`src/rtl/msi_pkg.sv`:
```
package msi_pkg;
  typedef enum logic [1:0] {
    ST_I = 2'd0,
    ST_S = 2'd1,
    ST_M = 2'd2
  } msi_t;

  typedef struct packed {
    logic v;
    msi_t st;
  } pend_t;

  localparam int NUM_RD = 3;
  localparam int RD_PIN = 0;
  localparam int RD_VD  = 1;
  localparam int RD_PRQ = 2;
endpackage

```
`src/rtl/msi_line_store.sv`:
```
module msi_line_store
  import msi_pkg::*;
#(
  parameter int LINES  = 8,
  parameter int AW     = 3,
  parameter int DATA_W = 16,
  parameter int NRD    = 3
) (
  input  logic                      clk,
  input  logic                      rst_n,
  input  logic                      wr_en,
  input  logic [AW-1:0]             wr_idx,
  input  logic                      wr_st_en,
  input  msi_t                      wr_st,
  input  logic                      wr_pend_en,
  input  pend_t                     wr_pend,
  input  logic                      wr_dat_en,
  input  logic [DATA_W-1:0]         wr_dat,
  input  logic [NRD-1:0][AW-1:0]    rd_idx,
  output msi_t [NRD-1:0]            rd_st,
  output pend_t [NRD-1:0]           rd_pend,
  output logic [NRD-1:0][DATA_W-1:0] rd_dat,
  output msi_t [LINES-1:0]          all_st,
  output logic [LINES-1:0]          all_pv
);
  msi_t  [LINES-1:0]             st_q, st_d;
  pend_t [LINES-1:0]             pd_q, pd_d;
  logic  [LINES-1:0][DATA_W-1:0] dt_q, dt_d;

  always_comb begin
    st_d = st_q;
    pd_d = pd_q;
    dt_d = dt_q;
    if (wr_en) begin
      if (wr_st_en)   st_d[wr_idx] = wr_st;
      if (wr_pend_en) pd_d[wr_idx] = wr_pend;
      if (wr_dat_en)  dt_d[wr_idx] = wr_dat;
    end
  end

  always_ff @(posedge clk or negedge rst_n) begin
    if (!rst_n) begin
      st_q <= {LINES{ST_I}};
      pd_q <= '0;
      dt_q <= '0;
    end else if (wr_en) begin
      st_q <= st_d;
      pd_q <= pd_d;
      dt_q <= dt_d;
    end
  end

  for (genvar g = 0; g < NRD; g++) begin : g_rd
    assign rd_st[g]   = st_q[rd_idx[g]];
    assign rd_pend[g] = pd_q[rd_idx[g]];
    assign rd_dat[g]  = dt_q[rd_idx[g]];
  end

  for (genvar l = 0; l < LINES; l++) begin : g_vis
    assign all_st[l] = st_q[l];
    assign all_pv[l] = pd_q[l].v;
  end
endmodule

```
`src/rtl/msi_rule_engine.sv`:
```
module msi_rule_engine
  import msi_pkg::*;
#(
  parameter int AW     = 3,
  parameter int DATA_W = 16
) (
  input  logic              preq_valid,
  output logic              preq_ready,
  input  logic              preq_store,
  input  logic [AW-1:0]     preq_addr,
  input  logic [DATA_W-1:0] preq_data,
  output logic              presp_valid,
  input  logic              presp_ready,
  output logic              presp_store,
  output logic [DATA_W-1:0] presp_data,
  output logic              pout_valid,
  input  logic              pout_ready,
  output logic              pout_resp,
  output logic [AW-1:0]     pout_addr,
  output logic [1:0]        pout_state,
  output logic              pout_has_data,
  output logic [DATA_W-1:0] pout_data,
  input  logic              pin_valid,
  output logic              pin_ready,
  input  logic              pin_resp,
  input  logic [AW-1:0]     pin_addr,
  input  logic [1:0]        pin_state,
  input  logic [DATA_W-1:0] pin_data,
  input  logic              vd_valid,
  output logic              vd_ready,
  input  logic [AW-1:0]     vd_addr,
  input  logic [1:0]        vd_state,
  input  msi_t [NUM_RD-1:0]            cur_st,
  input  pend_t [NUM_RD-1:0]           cur_pend,
  input  logic [NUM_RD-1:0][DATA_W-1:0] cur_dat,
  output logic              wr_en,
  output logic [AW-1:0]     wr_idx,
  output logic              wr_st_en,
  output msi_t              wr_st,
  output logic              wr_pend_en,
  output pend_t             wr_pend,
  output logic              wr_dat_en,
  output logic [DATA_W-1:0] wr_dat
);
  logic prq_hit;
  msi_t prq_want;

  assign prq_want = preq_store ? ST_M : ST_S;
  assign prq_hit  = preq_store ? (cur_st[RD_PRQ] == ST_M) : (cur_st[RD_PRQ] != ST_I);

  always_comb begin
    preq_ready    = 1'b0;
    presp_valid   = 1'b0;
    presp_store   = 1'b0;
    presp_data    = '0;
    pout_valid    = 1'b0;
    pout_resp     = 1'b0;
    pout_addr     = '0;
    pout_state    = 2'd0;
    pout_has_data = 1'b0;
    pout_data     = '0;
    pin_ready     = 1'b0;
    vd_ready      = 1'b0;
    wr_en         = 1'b0;
    wr_idx        = '0;
    wr_st_en      = 1'b0;
    wr_st         = ST_I;
    wr_pend_en    = 1'b0;
    wr_pend       = '0;
    wr_dat_en     = 1'b0;
    wr_dat        = '0;

    if (pin_valid) begin
      wr_idx = pin_addr;
      if (pin_resp) begin
        // upgrade response always drains
        pin_ready  = 1'b1;
        wr_en      = 1'b1;
        wr_st_en   = 1'b1;
        wr_st      = msi_t'(pin_state);
        wr_pend_en = 1'b1;
        wr_pend    = '0;
        wr_dat_en  = (cur_st[RD_PIN] == ST_I);
        wr_dat     = pin_data;
      end else if (pin_state < cur_st[RD_PIN]) begin
        pout_valid    = 1'b1;
        pout_resp     = 1'b1;
        pout_addr     = pin_addr;
        pout_state    = pin_state;
        pout_has_data = (cur_st[RD_PIN] == ST_M);
        pout_data     = pout_has_data ? cur_dat[RD_PIN] : '0;
        if (pout_ready) begin
          pin_ready = 1'b1;
          wr_en     = 1'b1;
          wr_st_en  = 1'b1;
          wr_st     = msi_t'(pin_state);
        end
      end else begin
        // already at or below the asked state: consume silently
        pin_ready = 1'b1;
      end
    end else if (vd_valid) begin
      wr_idx = vd_addr;
      if (cur_pend[RD_VD].v) begin
        vd_ready = 1'b0;
      end else if (vd_state < cur_st[RD_VD]) begin
        pout_valid    = 1'b1;
        pout_resp     = 1'b1;
        pout_addr     = vd_addr;
        pout_state    = vd_state;
        pout_has_data = (cur_st[RD_VD] == ST_M);
        pout_data     = pout_has_data ? cur_dat[RD_VD] : '0;
        if (pout_ready) begin
          vd_ready = 1'b1;
          wr_en    = 1'b1;
          wr_st_en = 1'b1;
          wr_st    = msi_t'(vd_state);
        end
      end else begin
        vd_ready = 1'b1;
      end
    end else if (preq_valid) begin
      wr_idx = preq_addr;
      if (prq_hit) begin
        presp_valid = 1'b1;
        presp_store = preq_store;
        presp_data  = preq_store ? '0 : cur_dat[RD_PRQ];
        if (presp_ready) begin
          preq_ready = 1'b1;
          wr_en      = preq_store;
          wr_dat_en  = preq_store;
          wr_dat     = preq_data;
        end
      end else if (!cur_pend[RD_PRQ].v) begin
        pout_valid = 1'b1;
        pout_resp  = 1'b0;
        pout_addr  = preq_addr;
        pout_state = prq_want;
        if (pout_ready) begin
          wr_en      = 1'b1;
          wr_pend_en = 1'b1;
          wr_pend    = '{v: 1'b1, st: prq_want};
        end
      end
    end
  end
endmodule

```
`src/rtl/msi_l1_ctrl.sv`:
```
module msi_l1_ctrl
  import msi_pkg::*;
#(
  parameter int ADDR_W = 3,
  parameter int DATA_W = 16
) (
  input  logic              clk,
  input  logic              rst_n,
  input  logic              preq_valid,
  output logic              preq_ready,
  input  logic              preq_store,
  input  logic [ADDR_W-1:0] preq_addr,
  input  logic [DATA_W-1:0] preq_data,
  output logic              presp_valid,
  input  logic              presp_ready,
  output logic              presp_store,
  output logic [DATA_W-1:0] presp_data,
  output logic              pout_valid,
  input  logic              pout_ready,
  output logic              pout_resp,
  output logic [ADDR_W-1:0] pout_addr,
  output logic [1:0]        pout_state,
  output logic              pout_has_data,
  output logic [DATA_W-1:0] pout_data,
  input  logic              pin_valid,
  output logic              pin_ready,
  input  logic              pin_resp,
  input  logic [ADDR_W-1:0] pin_addr,
  input  logic [1:0]        pin_state,
  input  logic [DATA_W-1:0] pin_data,
  input  logic              vd_valid,
  output logic              vd_ready,
  input  logic [ADDR_W-1:0] vd_addr,
  input  logic [1:0]        vd_state
);
  localparam int LINES = 1 << ADDR_W;

  logic [NUM_RD-1:0][ADDR_W-1:0] rd_idx;
  msi_t  [NUM_RD-1:0]            cur_st;
  pend_t [NUM_RD-1:0]            cur_pend;
  logic  [NUM_RD-1:0][DATA_W-1:0] cur_dat;
  msi_t  [LINES-1:0]             line_st;
  logic  [LINES-1:0]             line_pv;

  logic              wr_en, wr_st_en, wr_pend_en, wr_dat_en;
  logic [ADDR_W-1:0] wr_idx;
  msi_t              wr_st;
  pend_t             wr_pend;
  logic [DATA_W-1:0] wr_dat;

  always_comb begin
    rd_idx         = '0;
    rd_idx[RD_PIN] = pin_addr;
    rd_idx[RD_VD]  = vd_addr;
    rd_idx[RD_PRQ] = preq_addr;
  end

  msi_line_store #(
    .LINES(LINES), .AW(ADDR_W), .DATA_W(DATA_W), .NRD(NUM_RD)
  ) u_lines (
    .clk(clk), .rst_n(rst_n),
    .wr_en(wr_en), .wr_idx(wr_idx),
    .wr_st_en(wr_st_en), .wr_st(wr_st),
    .wr_pend_en(wr_pend_en), .wr_pend(wr_pend),
    .wr_dat_en(wr_dat_en), .wr_dat(wr_dat),
    .rd_idx(rd_idx), .rd_st(cur_st), .rd_pend(cur_pend), .rd_dat(cur_dat),
    .all_st(line_st), .all_pv(line_pv)
  );

  msi_rule_engine #(.AW(ADDR_W), .DATA_W(DATA_W)) u_rules (
    .preq_valid(preq_valid), .preq_ready(preq_ready), .preq_store(preq_store),
    .preq_addr(preq_addr), .preq_data(preq_data),
    .presp_valid(presp_valid), .presp_ready(presp_ready),
    .presp_store(presp_store), .presp_data(presp_data),
    .pout_valid(pout_valid), .pout_ready(pout_ready), .pout_resp(pout_resp),
    .pout_addr(pout_addr), .pout_state(pout_state),
    .pout_has_data(pout_has_data), .pout_data(pout_data),
    .pin_valid(pin_valid), .pin_ready(pin_ready), .pin_resp(pin_resp),
    .pin_addr(pin_addr), .pin_state(pin_state), .pin_data(pin_data),
    .vd_valid(vd_valid), .vd_ready(vd_ready), .vd_addr(vd_addr), .vd_state(vd_state),
    .cur_st(cur_st), .cur_pend(cur_pend), .cur_dat(cur_dat),
    .wr_en(wr_en), .wr_idx(wr_idx), .wr_st_en(wr_st_en), .wr_st(wr_st),
    .wr_pend_en(wr_pend_en), .wr_pend(wr_pend),
    .wr_dat_en(wr_dat_en), .wr_dat(wr_dat)
  );
endmodule

```
`config.mk`:
```
export PLATFORM = sky130hd
export DESIGN_NAME = msi_l1_ctrl
export DESIGN_NICKNAME = d
export VERILOG_FILES = /design/src/rtl/msi_pkg.sv /design/src/rtl/msi_line_store.sv /design/src/rtl/msi_rule_engine.sv /design/src/rtl/msi_l1_ctrl.sv
export SDC_FILE = /design/constraint.sdc
export NUM_CORES = 1
export LEC_CHECK = 0
export ABC_AREA = 1
export BUFFER_PORTS_ARGS = -buffer_cell sky130_fd_sc_hd__buf_4
export CAP_MARGIN = 25
export CELL_PAD_IN_SITES_DETAIL_PLACEMENT = 0
export CELL_PAD_IN_SITES_GLOBAL_PLACEMENT = 1
export CORE_UTILIZATION = 35
export DETAILED_ROUTE_END_ITERATION = 7
export PLACE_DENSITY = 0.69
export SLEW_MARGIN = 20
export SYNTH_ARGS = -nofsm -noshare
export SYNTH_HDL_FRONTEND = slang
export SYNTH_SLANG_ARGS = --single-unit
```
`constraint.sdc`:
```
create_clock -name clk -period 6.55 [get_ports clk]
set_input_delay 1.31 -clock clk [delete_from_list [all_inputs] [get_ports clk]]
set_output_delay 1.31 -clock clk [all_outputs]
set_load 0.01 [all_outputs]
```
### Yosys cells after proc, flatten, opt, wreduce, memory -nomap -nowiden

Index checks and enable logic that the tools add are counted.

| operators by class | value |
|---|---|
| order comparisons | 7 |
| equality and inequality tests | 3 |
| mux-type cells | 141 |
| reductions and logical operators | 6 |

Operators with widths:

| operator | count |
|---|---|
| two-way mux 16 bit | 23 |
| binary-select mux 16 bit (select 3 bit) | 3 |
| bitwise mux 128 bit | 1 |
| two-way mux 3 bit | 21 |
| two-way mux 1 bit | 61 |
| demux 16 bit (select 3 bit) | 1 |
| two-way mux 2 bit | 22 |
| bitwise mux 24 bit | 1 |
| binary-select mux 2 bit (select 3 bit) | 3 |
| binary-select mux 3 bit (select 3 bit) | 2 |
| bitwise mux 16 bit | 1 |
| less-than comparator 3 x 4 -> 1 bit, second input constant | 4 |
| demux 3 bit (select 3 bit) | 1 |
| demux 2 bit (select 3 bit) | 1 |
| equality test 2 bit, second input constant | 3 |
| AND reduction 2 bit | 3 |
| less-than comparator 2 bit | 2 |
| greater-or-equal comparator 3 x 1 -> 1 bit, second input constant | 1 |
| logical NOT 2 bit | 1 |
| nonzero test 2 bit | 1 |
| logical AND 1 bit | 1 |

| word-level totals | value |
|---|---|
| register bits | 168 |
| input bits | 54 |
| output and inout bits | 45 |
| word-level logic and storage cells | 189 |

### Depth between registers and ports, before layout

| depth | value |
|---|---|
| depth in word-level cells | 9 |
| mapped depth | 16 |
| depth with buffers taken out | 15 |

### Hierarchy

A second synthesis with hierarchy kept.

| second synthesis, totals | value |
|---|---|
| cell total of the unflattened synthesis | 2223 |
| area total of the unflattened synthesis | 13112.6 µm² |

By module, submodules not included:

| module | instances | cells an instance | area each (µm²) | sequential area each (µm²) |
|---|---|---|---|---|
| msi_line_store | 1 | 1939 | 11614.9 | 4204.0 |
| msi_rule_engine | 1 | 284 | 1497.7 | 0.0 |

### Worst setup path before layout

No wires, ideal clock.

| path | value |
|---|---|
| path kind | input -> output |
| start point | in vd_addr[1] |
| end point | out pout_data[12] |
| data arrival time | 3.239 ns |
| data required time | 5.240 ns |
| setup slack | 2.001 ns |
| stages on the path | 13 |
| buffers on the path | 2 |
| path through | inv_1 -> clkbuf_1 -> a21oi_1 -> o21ai_0 -> nand2_1 -> nand2_1 -> nand2_1 -> inv_1 -> ha_1 -> a21oi_1 -> nand4_2 -> buf_2 -> o21ai_0 |

| between the ends | value |
|---|---|
| longest elaborated chain between the ends | 8 |
| elaborated cells on any way between the ends | 13 |

RTL lines:

| what | line | source |
|---|---|---|
| from (decl) | msi_l1_ctrl.sv:33 | `input logic [ADDR_W-1:0] vd_addr,` |
| binary-select mux 2 bit (select 3 bit) | msi_line_store.sv:54 | `assign rd_st[g] = st_q[rd_idx[g]];` |
| two-way mux 2 bit (not written as such) | msi_line_store.sv:54 |  |
| equality test 2 bit | msi_rule_engine.sv:111 | `pout_has_data = (cur_st[RD_VD] == ST_M);` |
| two-way mux 16 bit | msi_rule_engine.sv:112 | `pout_data = pout_has_data ? cur_dat[RD_VD] : '0;` |
| two-way mux 16 bit | msi_rule_engine.sv:106 | `end else if (vd_state < cur_st[RD_VD]) begin` |
| two-way mux 16 bit (*) | msi_rule_engine.sv:104 | `if (cur_pend[RD_VD].v) begin` |
| two-way mux 16 bit (*) | msi_rule_engine.sv:102 | `end else if (vd_valid) begin` |
| two-way mux 16 bit (*) | msi_rule_engine.sv:73 | `if (pin_valid) begin` |
| to (decl) | msi_l1_ctrl.sv:24 | `output logic [DATA_W-1:0] pout_data,` |

Mark *: on every way between the ends. The rest lies on a longest branch, timed or not. The select of a mux whose other input is x is not followed.

### Worst setup path in the final report

| path | value |
|---|---|
| start point | in vd_addr[0] |
| end point | out pout_data[0] |

Same word-level chain as after synthesis.

==> flow_metrics.tcl <==
set metrics [dict create \
    finish.instance_area_sq_um 12200 \
    crit-reg2reg-capture "u_lines.all_st[11]$_DFFE_PN0P_" \
    dpl-instance-area_sq_um 11600 \
    ios 99 \
    critPathLaunchType "input port" \
    number_of_antenna_violations_at_the_first_check_in_global_routing 0 \
    run_status "completed" \
    min_delay_path_depth 2 \
    max_clock_freq_mhz 167 \
    power_per_cell_area_nw_per_um2 227 \
    slew-limit-headroom_pct 48.5 \
    post_drt_wl_per_cell_um 21.7 \
    post_cts_setup_buffer_count 0 \
    tritoncts.num_buffers 17 \
    die_w_um 177 \
    ys_top_cells_by_area "dfrtp_1, nand2_1, o21ai_0" \
    floorplan.initialDensity_pct 36.0 \
    critPathKind "in -> out" \
    grt_use_total_pct 30.0 \
    die_area_sq_um 31500 \
    min_from "u_lines.all_st[4]$_DFFE_PN0P_" \
    clock_tree.htree_level_count 4 \
    crit_top_cell "nand2_1" \
    finalHoldWorstSlack_ns 0.482 \
    drc 0 \
    synthesis.nets 1740 \
    cell_family_with_the_largest_share_of_critical_path_delay "compound AO/OA/AOI/OAI gates" \
    postRouteWirelength_um 46000 \
    synthesis.instances 1684 \
    worstMarginPinSlew_ns 0.772 \
    post-synth-top-area-cell "dfrtp_1" \
    synth_seq_cells 152 \
    rr_worst_depth 13 \
    cp.required_ns 5.24 \
    report.final.slew_viol_count 0 \
    placeableCoreArea_sq_um 30000 \
    clock_insertion_delay_worst_skew_ns 0.44 \
    crit_chain "buf_4 > inv_2 > a21oi_1 > o21ai_0 > nand2_1 > nand2_1 > nand2_1 > inv_1 > ha_1 > a21oi_1 > nand4_2 > o21ai_0 > buf_4" \
    drt_iter0_drc 1453 \
    arr_time_crit_path_ns 4.69 \
    min_path_type "reg -> reg" \
    vdd_ir_drop_max_mv 0.193 \
    layout-drive-gt1-share_pct 11.0 \
    maxCapViolations 0 \
    buffer_and_inverter_count_on_the_worst_path 4 \
    final_period_minus_worst_setup_slack_ns 6.00 \
    final.period_utilization_pct 91.6 \
    gp_routability_congestion 0.905 \
    num_antenna_cells 0 \
    count_of_final_hold_check_violations 0 \
    via_count_of_the_first_global_routing_pass 10900 \
    yosysWarningCount 0 \
    path_depth 13 \
    cts_tree "done" \
    grt.overflow.total 0 \
    synth_top_cell_area_share_pct 35.3 \
    post-route-util_pct 40.7 \
    route.antenna.remaining_nets 0 \
    area_delta_synth_final_pct 13.3 \
    setup_viol 0 \
    max-clock-path-buffers 2 \
    grt_max_degree 70 \
    min_to "u_lines.all_st[4]$_DFFE_PN0P_" \
    drt_first_pass_iters 5 \
    tns_ns 0 \
    grt_first_pass_wirelength_um 69800 \
    place.port_buffers 98 \
    std_cell_rows 63 \
    die_h_um 177 \
    detailedPlacementHpwl_um 29100 \
    n_fill_cell 3225 \
    postCtsHoldBufs 0 \
    yosys.cell_types.count 35 \
    end_kind "primary output" \
    cts_sinks 152 \
    reg2reg_setup_slack_ns 3.72 \
    worstPathMaxFanout 45 \
    syn-cell-area_sq_um 10800 \
    cts.clk_slew.worst_paths_ns 0.07 \
    sequential_cell_area_fraction_in_the_yosys_report_pct 35.3 \
    worst_clock_skew_ns 0.0141 \
    ctsRootBufferMaster "clkbuf_16" \
    timing.critical_path.slowest_stage_cell "nand4_2" \
    critical_path.reg2reg.startpoint "u_lines.all_st[5]$_DFFE_PN0P_" \
    power.leakage_nw 6.05 \
    num-nets-final 1767 \
    average_vias_per_placed_instance 5.68 \
    rsz0062_at_grt "false" \
    num_vias 12000 \
    cts-resized-gates 0 \
    post_synth.cell_area_avg_sq_um 6.40 \
    cpPeakStageDelay_ns 0.65 \
]
[registers in the layout (all words and copies together), names as in the netlist]
name	count
u_lines.all_pv	8
u_lines.all_st	16
u_lines.dt_q	128
[worst register-to-register path: cells and delay by family, from the launching register on]
| kind | cells | cell delay, ns |
|---|---|---|
| flip-flops | 1 | 0.36 |
| AO/OA/AOI/OAI | 2 | 0.23 |
| AND/OR/NAND/NOR | 9 | 1.71 |
| adder cells (fa/ha/maj) | 1 | 0.30 |
| buffers and inverters | 1 | 0.12 |
[metal layers]
layer  vias up  routed length (um)  GRT usage (%)
met5         -                   0              0
met4         0                 989           8.80
met3        67                3730           3.86
met2       569               20900           46.5
met1      5764               20400           43.2
li1       5605                   -              -
[synthesized netlist by cell type]
cell and instances:
a21oi_1 93, a21oi_2 1, a31oi_1 1, buf_1 10, buf_2 22, buf_4 5, buf_6 10, clkbuf_1 62
clkinv_1 2, clkinv_2 6, dfrtp_1 152, ha_1 2, inv_1 90, inv_2 9, inv_4 1, nand2_1 610
nand2_4 8, nand2_8 1, nand3_1 75, nand3_2 1, nand4_1 22, nand4_2 2, nor2_1 145, nor2_2 5
nor2_4 5, nor3_2 1, nor4_1 1, o211ai_1 36, o21ai_0 249, o21ai_1 9, o221ai_1 16, o22ai_1 23
o22ai_4 1, o31ai_1 7, or2_2 1
[layout make-up]
class                           count  area (sq um)  area share (%)
Tap cell                          390           488            4.00
Sequential cell                   152          3800            31.2
Inverter                          108           415            3.40
Clock buffer                       18           429            3.52
Clock inverter                     14           160            1.31
Timing Repair Buffer              117           882            7.23
Multi-Input combinational cell   1315          6030            49.4
[cell usage in the layout, fill, tap and decap left out, types with 2 or more instances in the layout]
| cell | synthesis | final |
|---|---|---|
| a21oi_1 | 93 | 93 |
| buf_4 | 5 | 116 |
| bufinv_16 | 0 | 2 |
| clkbuf_16 | 0 | 17 |
| clkinv_1 | 2 | 2 |
| clkinv_2 | 6 | 7 |
| clkinv_4 | 0 | 2 |
| clkinvlp_4 | 0 | 3 |
| dfrtp_1 | 152 | 152 |
| ha_1 | 2 | 2 |
| inv_1 | 90 | 90 |
| inv_2 | 9 | 9 |
| inv_6 | 0 | 5 |
| nand2_1 | 610 | 610 |
| nand2_4 | 8 | 8 |
| nand3_1 | 75 | 75 |
| nand4_1 | 22 | 22 |
| nand4_2 | 2 | 2 |
| nor2_1 | 145 | 145 |
| nor2_2 | 5 | 5 |
| nor2_4 | 5 | 5 |
| o211ai_1 | 36 | 36 |
| o21ai_0 | 249 | 249 |
| o21ai_1 | 9 | 9 |
| o221ai_1 | 16 | 16 |
| o22ai_1 | 23 | 23 |
| o31ai_1 | 7 | 7 |
[through the flow]
step                std cells  total power, W  setup slack [ns]
global route             2114         0.00290             0.249
CTS                      2114         0.00276             0.632
floorplan                1684         0.00151              2.00
detailed placement       2082         0.00174             0.639
finish                   2114         0.00277             0.547
global placement         2082         0.00175             0.781
[worst max path at each step]
stage | from | end | slack, ns
floorplan | vd_addr[1] | pout_data[12] | 2.00
global placement | vd_addr[0] | pout_data[8] | 0.78
detailed placement | vd_addr[0] | pout_data[0] | 0.64
CTS | vd_addr[0] | pout_data[0] | 0.63
global route | vd_addr[0] | pout_data[2] | 0.25
finish | vd_addr[0] | pout_data[0] | 0.55
[kinds of logic after synthesis]
family	synth area share, %
fa+ha+maj	0.232
simple gates	33.4
flops	35.3
buf+inv	8.78
compound gates	22.3
[report_power, final]
part | leakage, nW | switching [W] | internal (W) | total [W]
Clock | 0.280 | 0.000453 | 0.000570 | 0.00102
Sequential | 2.08 | 0.000102 | 0.00104 | 0.00114
Combinational | 3.69 | 0.000410 | 0.000191 | 0.000600
No activity file was read; power rests on OpenSTA's default activity.
